File: src/rtl/ssr_pkg.sv
package ssr_pkg;

  typedef enum logic [1:0] {
    INJ_NONE = 2'b00,
    INJ_SA0  = 2'b01,
    INJ_SA1  = 2'b10,
    INJ_FLIP = 2'b11
  } inj_mode_e;

  function automatic logic inj_apply(input inj_mode_e mode, input logic v);
    unique case (mode)
      INJ_NONE: inj_apply = v;
      INJ_SA0:  inj_apply = 1'b0;
      INJ_SA1:  inj_apply = 1'b1;
      default:  inj_apply = ~v;
    endcase
  endfunction

endpackage

File: src/rtl/ssr_fault_inj.sv
module ssr_fault_inj
  import ssr_pkg::*;
(
  input  logic [1:0] mode,
  input  logic       bit_in,
  output logic       bit_out
);
  inj_mode_e mode_e;
  always_comb begin
    mode_e  = inj_mode_e'(mode);
    bit_out = inj_apply(mode_e, bit_in);
  end
endmodule

File: src/rtl/ssr_bit_cell.sv
module ssr_bit_cell (
  input  logic       a,
  input  logic       b,
  input  logic       ci,
  input  logic [1:0] inj_s,
  input  logic [1:0] inj_c,
  output logic       s_fix,
  output logic       c_fix,
  output logic       flag_s,
  output logic       flag_c
);
  // primary path, exposed to injection
  logic s_raw, c_raw, s_pri, c_pri;
  always_comb begin
    s_raw = a ^ b ^ ci;
    c_raw = (a & b) | (ci & (a ^ b));
  end

  ssr_fault_inj u_inj_s (.mode(inj_s), .bit_in(s_raw), .bit_out(s_pri));
  ssr_fault_inj u_inj_c (.mode(inj_c), .bit_in(c_raw), .bit_out(c_pri));

  // independent check path: arithmetic form, never injected
  logic [1:0] chk;
  always_comb chk = {1'b0, a} + {1'b0, b} + {1'b0, ci};

  // comparators and repair multiplexers
  always_comb begin
    flag_s = (s_pri != chk[0]);
    flag_c = (c_pri != chk[1]);
    s_fix  = flag_s ? ~s_pri : s_pri;
    c_fix  = flag_c ? ~c_pri : c_pri;
  end
endmodule

File: src/rtl/ssr_out_stage.sv
module ssr_out_stage #(
  parameter int W   = 8,
  parameter bit REG = 1'b1
) (
  input  logic         clk,
  input  logic         rst,
  input  logic         in_valid,
  output logic         in_ready,
  input  logic [W-1:0] in_data,
  output logic         out_valid,
  input  logic         out_ready,
  output logic [W-1:0] out_data
);
  generate
    if (REG) begin : g_reg
      logic         vld_q;
      logic [W-1:0] dat_q;
      always_comb in_ready = !vld_q || out_ready;
      always_ff @(posedge clk) begin
        if (rst) begin
          vld_q <= 1'b0;
          dat_q <= '0;
        end else if (in_ready) begin
          vld_q <= in_valid;
          if (in_valid) dat_q <= in_data;
        end
      end
      always_comb begin
        out_valid = vld_q;
        out_data  = dat_q;
      end
    end else begin : g_pass
      always_comb begin
        in_ready  = out_ready;
        out_valid = in_valid;
        out_data  = in_data;
      end
      logic unused_ok;
      always_comb unused_ok = clk ^ rst;
    end
  endgenerate
endmodule

File: src/rtl/ssr_ripple_adder.sv
module ssr_ripple_adder #(
  parameter int N       = 8,
  parameter bit REG_OUT = 1'b1
) (
  input  logic           clk,
  input  logic           rst,
  input  logic           in_valid,
  output logic           in_ready,
  input  logic [N-1:0]   op_a,
  input  logic [N-1:0]   op_b,
  input  logic           carry_in,
  input  logic [2*N-1:0] inj_sum_mode,
  input  logic [2*N-1:0] inj_carry_mode,
  output logic           out_valid,
  input  logic           out_ready,
  output logic [N-1:0]   sum_out,
  output logic           carry_out,
  output logic [N-1:0]   flt_sum,
  output logic [N-1:0]   flt_carry,
  output logic           fault_any
);
  localparam int PW = 3 * N + 2;

  logic [N:0]   chain;
  logic [N-1:0] s_fix, f_s, f_c;
  logic         any_c;

  assign chain[0] = carry_in;

  genvar i;
  generate
    for (i = 0; i < N; i++) begin : g_cell
      ssr_bit_cell u_cell (
        .a      (op_a[i]),
        .b      (op_b[i]),
        .ci     (chain[i]),
        .inj_s  (inj_sum_mode[2*i+1:2*i]),
        .inj_c  (inj_carry_mode[2*i+1:2*i]),
        .s_fix  (s_fix[i]),
        .c_fix  (chain[i+1]),
        .flag_s (f_s[i]),
        .flag_c (f_c[i])
      );
    end
  endgenerate

  always_comb any_c = |{f_s, f_c};

  logic [PW-1:0] pk_in, pk_out;
  always_comb pk_in = {any_c, f_c, f_s, chain[N], s_fix};

  ssr_out_stage #(.W(PW), .REG(REG_OUT)) u_out (
    .clk       (clk),
    .rst       (rst),
    .in_valid  (in_valid),
    .in_ready  (in_ready),
    .in_data   (pk_in),
    .out_valid (out_valid),
    .out_ready (out_ready),
    .out_data  (pk_out)
  );

  always_comb {fault_any, flt_carry, flt_sum, carry_out, sum_out} = pk_out;
endmodule

File: config.mk
export PLATFORM = sky130hd
export DESIGN_NAME = ssr_ripple_adder
export DESIGN_NICKNAME = d
export VERILOG_FILES = /design/src/rtl/ssr_pkg.sv /design/src/rtl/ssr_fault_inj.sv /design/src/rtl/ssr_bit_cell.sv /design/src/rtl/ssr_out_stage.sv /design/src/rtl/ssr_ripple_adder.sv
export SDC_FILE = /design/constraint.sdc
export NUM_CORES = 1
export LEC_CHECK = 0
export ABC_AREA = 1
export BUFFER_PORTS_ARGS = -buffer_cell sky130_fd_sc_hd__clkbuf_2
export CAP_MARGIN = 40
export CORE_ASPECT_RATIO = 1.25
export CORE_MARGIN = 2
export CORE_UTILIZATION = 25
export CTS_BUF_LIST = sky130_fd_sc_hd__clkbuf_4 sky130_fd_sc_hd__clkbuf_8 sky130_fd_sc_hd__clkbuf_16
export CTS_CLUSTER_DIAMETER = 80
export CTS_CLUSTER_SIZE = 16
export DETAILED_ROUTE_END_ITERATION = 8
export PLACE_DENSITY = 0.45
export SKIP_LAST_GASP = 1
export SYNTH_ARGS = -nofsm -noshare
export SYNTH_HDL_FRONTEND = slang
export SYNTH_HIERARCHICAL = 1
export SYNTH_SLANG_ARGS = --single-unit
File: constraint.sdc
create_clock -name clk -period 14.95 [get_ports clk]
set_input_delay 1.495 -clock clk [delete_from_list [all_inputs] [get_ports clk]]
set_output_delay 1.495 -clock clk [all_outputs]
set_load 0.01 [all_outputs]
==> flow_summary.toml <==
[critical_path]
r2r_start = "u_out/out_valid"
regToRegEndpoint = "u_out/out_data[11]"
worstSetupEndpointType = "flip-flop"
rrSetupSlack_ns = 13.74
crit_arrival_ns = 6.42
crit_path_max_incr_delay_ns = 0.60
crit_top_cell = "fa_1"
worst_setup_path_start_kind = "input port"
r2r_cells = 4
criticalPathCategory = "in -> reg"
cp_max_fo = 5
crit_chain = "clkbuf_2, fa_1, fa_1, fa_1, fa_1, fa_1, fa_1, fa_1, fa_1, nand2_1, nand2_1, inv_1, nand2_1, nand2_1, nor2_1, nand2_1, nor2_1, nand2_1, inv_1, nand3_1, nand2_1, nor2_1"
crit_slowest_cell = "fa_1"
crit_required_ns = 15.12

[synth]
syn_nets = 435
netlist.area_leader.share_pct = 25.2
ys_types = 16
syn-cell-area_um2 = 2150
ys_seq_elements = 27
yosysWarningCount = 6
yosysTopAreaCell = "dfxtp_1"
synthTopCellsByArea = "dfxtp_1 (25%), nand2_1 (22%), inv_1 (16%), fa_1 (7.5%), a21oi_1 (6.3%)"
synth_area_per_cell_um2 = 5.74
ys_seq_area_share_pct = 25.2
synthCells = 374

[die]
core_um2 = 8290
start_util_pct = 25.9
rows = 37
die_y_um = 108
die_area_um2 = 9360
die_x_um = 86.9
io_pins = 81

[routing]
drtIter0Drc = 39
via_per_inst = 4.03
routed-via-count = 2125
postRouteAntennaNets = 0
wl_per_cell_um = 9.63
wirelength_um = 5080
drc = 0
firstDrtPassIters = 4

[power_and_ir_drop]
clockPowerShare_pct = 19.9
p_sw_mw = 0.0828
combinationalPowerShare_pct = 41.9
seqPwrFrac_pct = 38.2
vdd_drop_max_v = 0.0000245
intPower_mw = 0.134
power_switching_share_pct = 38.2
power_density_nw_per_um2 = 85.1
p_leak_nw = 1.68

[timing]
period_needed_ns = 6.24
tightest_slew_ns = 0.582
slew_headroom_pct = 61.2
hold_violations = 0
grt_setup_unrepaired = "no"
setup_tns_ns = 0
fmax_mhz = 160
report.final.slew_viol_count = 0
finalClockSkew_ns = 0.00274
finalSetupViolCount = 0
period_share_pct = 41.8

[run_status]
status = "complete, no violations"

[place]
dpl.hpwl_um = 4000
dp.cells = 523
gp_congestion = 0.693
dpl-instance-area_um2 = 2500
port_buffers = 80

[clock_network]
root_buffer = "clkbuf_8"
h-tree-depth = 1
clock_path_buffers = 2
clk_latency_ns = 0.27
cts.sinks = 27
hold_buffers = 0
cts.clk_slew.worst_paths_ns = 0.10
numCtsBuffers = 3
cts_setup_buffers = 0
cts_tree = "done"
cts_resized = 0

[final_layout]
final_cell_mix = "nand2_1 (127), inv_1 (92), clkbuf_2 (80)"
fin_nets = 492
antennaDiodeCount = 0
drive_gt1_share_pct = 21.6
fin_area_um2 = 2550
final_common_cell = "nand2_1"
instances_no_fill = 527
syn_to_final_growth_pct = 18.6

[hold_path]
hold_depth = 2
worstHoldPathType = "reg -> reg"
min_from = "u_out/out_data[15]"
holdPathEnd = "u_out/out_data[15]"

[flow_run]
drv_cap = 0

[global_routing]
grt_usage_pct = 10.8
gr-total-overflow = 0
grt_first_pass_wirelength_um = 8220
grt_max_degree = 55
antenna_found_initial = 0
grt_pass1_vias = 1818
layer usage:
| layer | vias up | GRT usage (%) | wire length (um) |
|---|---|---|---|
| met1 | 903 | 14.5 | 2360 |
| met2 | 51 | 18.3 | 2430 |
| met3 | 2 | 1.53 | 251 |
| met4 | 0 | 2.34 | 28 |
| li1 | 1169 | - | - |
| met5 | - | 0 | 0 |
registers in the layout, indices dropped and copies added, names as in the netlist:
| name | count |
|---|---|
| u_out/out_valid | 1 |
| u_out/out_data | 26 |
cells by family after synthesis:
| kind of cell | after synthesis | synth area share, % |
|---|---|---|
| adders and majority gates | 8 | 7.45 |
| buffers and inverters | 122 | 25.0 |
| and+or+nand+nor | 190 | 36.1 |
| AOI/OAI and AO/OA | 27 | 6.29 |
| DFF | 27 | 25.2 |
metrics by stage:
step           hold slack (ns)  total power, mW  utilization [%]  setup WS (ns)
4_1_cts                  0.496            0.222             30.8           8.66
3_5_place_dp             0.470            0.178             30.2           8.36
6_report                 0.488            0.217             30.8           8.71
2_1_floorplan            0.518            0.154                -           8.25
3_3_place_gp             0.465            0.176             30.0           8.43
5_1_grt                  0.519            0.239             30.8           8.31
synthesized netlist by cell type:
library cell / count
nand2_1: 127
nand3_1: 23
buf_2: 1
inv_1: 92
a21oi_1: 27
nand3_2: 3
nor2_1: 33
buf_6: 7
nor2_2: 3
nand2_4: 1
clkbuf_8: 1
buf_4: 4
clkbuf_1: 16
fa_1: 8
inv_2: 1
dfxtp_1: 27
layout make-up:
cell class | count | area [um^2]
clock buffers | 3 | 41.3
clock inverters | 1 | 5.00
fillers | 954 | 5740
inverters | 93 | 349
multi-input cells | 225 | 1070
flip-flops and latches | 27 | 541
well taps | 97 | 121
repair buffers | 81 | 420
power by group through the flow:
stage | combinational (mW) | sequential (mW) | clock (mW)
3_5_place_dp | 0.0929 | 0.0847 | 0
3_3_place_gp | 0.0913 | 0.0846 | 0
6_report | 0.0909 | 0.0830 | 0.0431
5_1_grt | 0.106 | 0.0839 | 0.0488
2_1_floorplan | 0.0663 | 0.0878 | 0
4_1_cts | 0.0931 | 0.0831 | 0.0453
critical path: cells and delay by family:
family / cells / cell delay, ns
buffers and inverters: 3 / 0.17
adders and majority gates: 8 / 3.99
and+or+nand+nor: 11 / 0.74
worst max-delay path by stage:
stage	cells past startpoint	startpoint	to	slack [ns]
floorplan	28	op_a[0]	u_out/out_data[25]	8.25
CTS	22	op_a[0]	u_out/out_data[25]	8.66
finish	22	op_a[0]	u_out/out_data[25]	8.71
global route	22	op_a[0]	u_out/out_data[25]	8.31
global placement	22	op_a[0]	u_out/out_data[25]	8.43
detailed placement	22	op_a[0]	u_out/out_data[25]	8.36
Note: power is estimated with default switching activity, not from simulation.
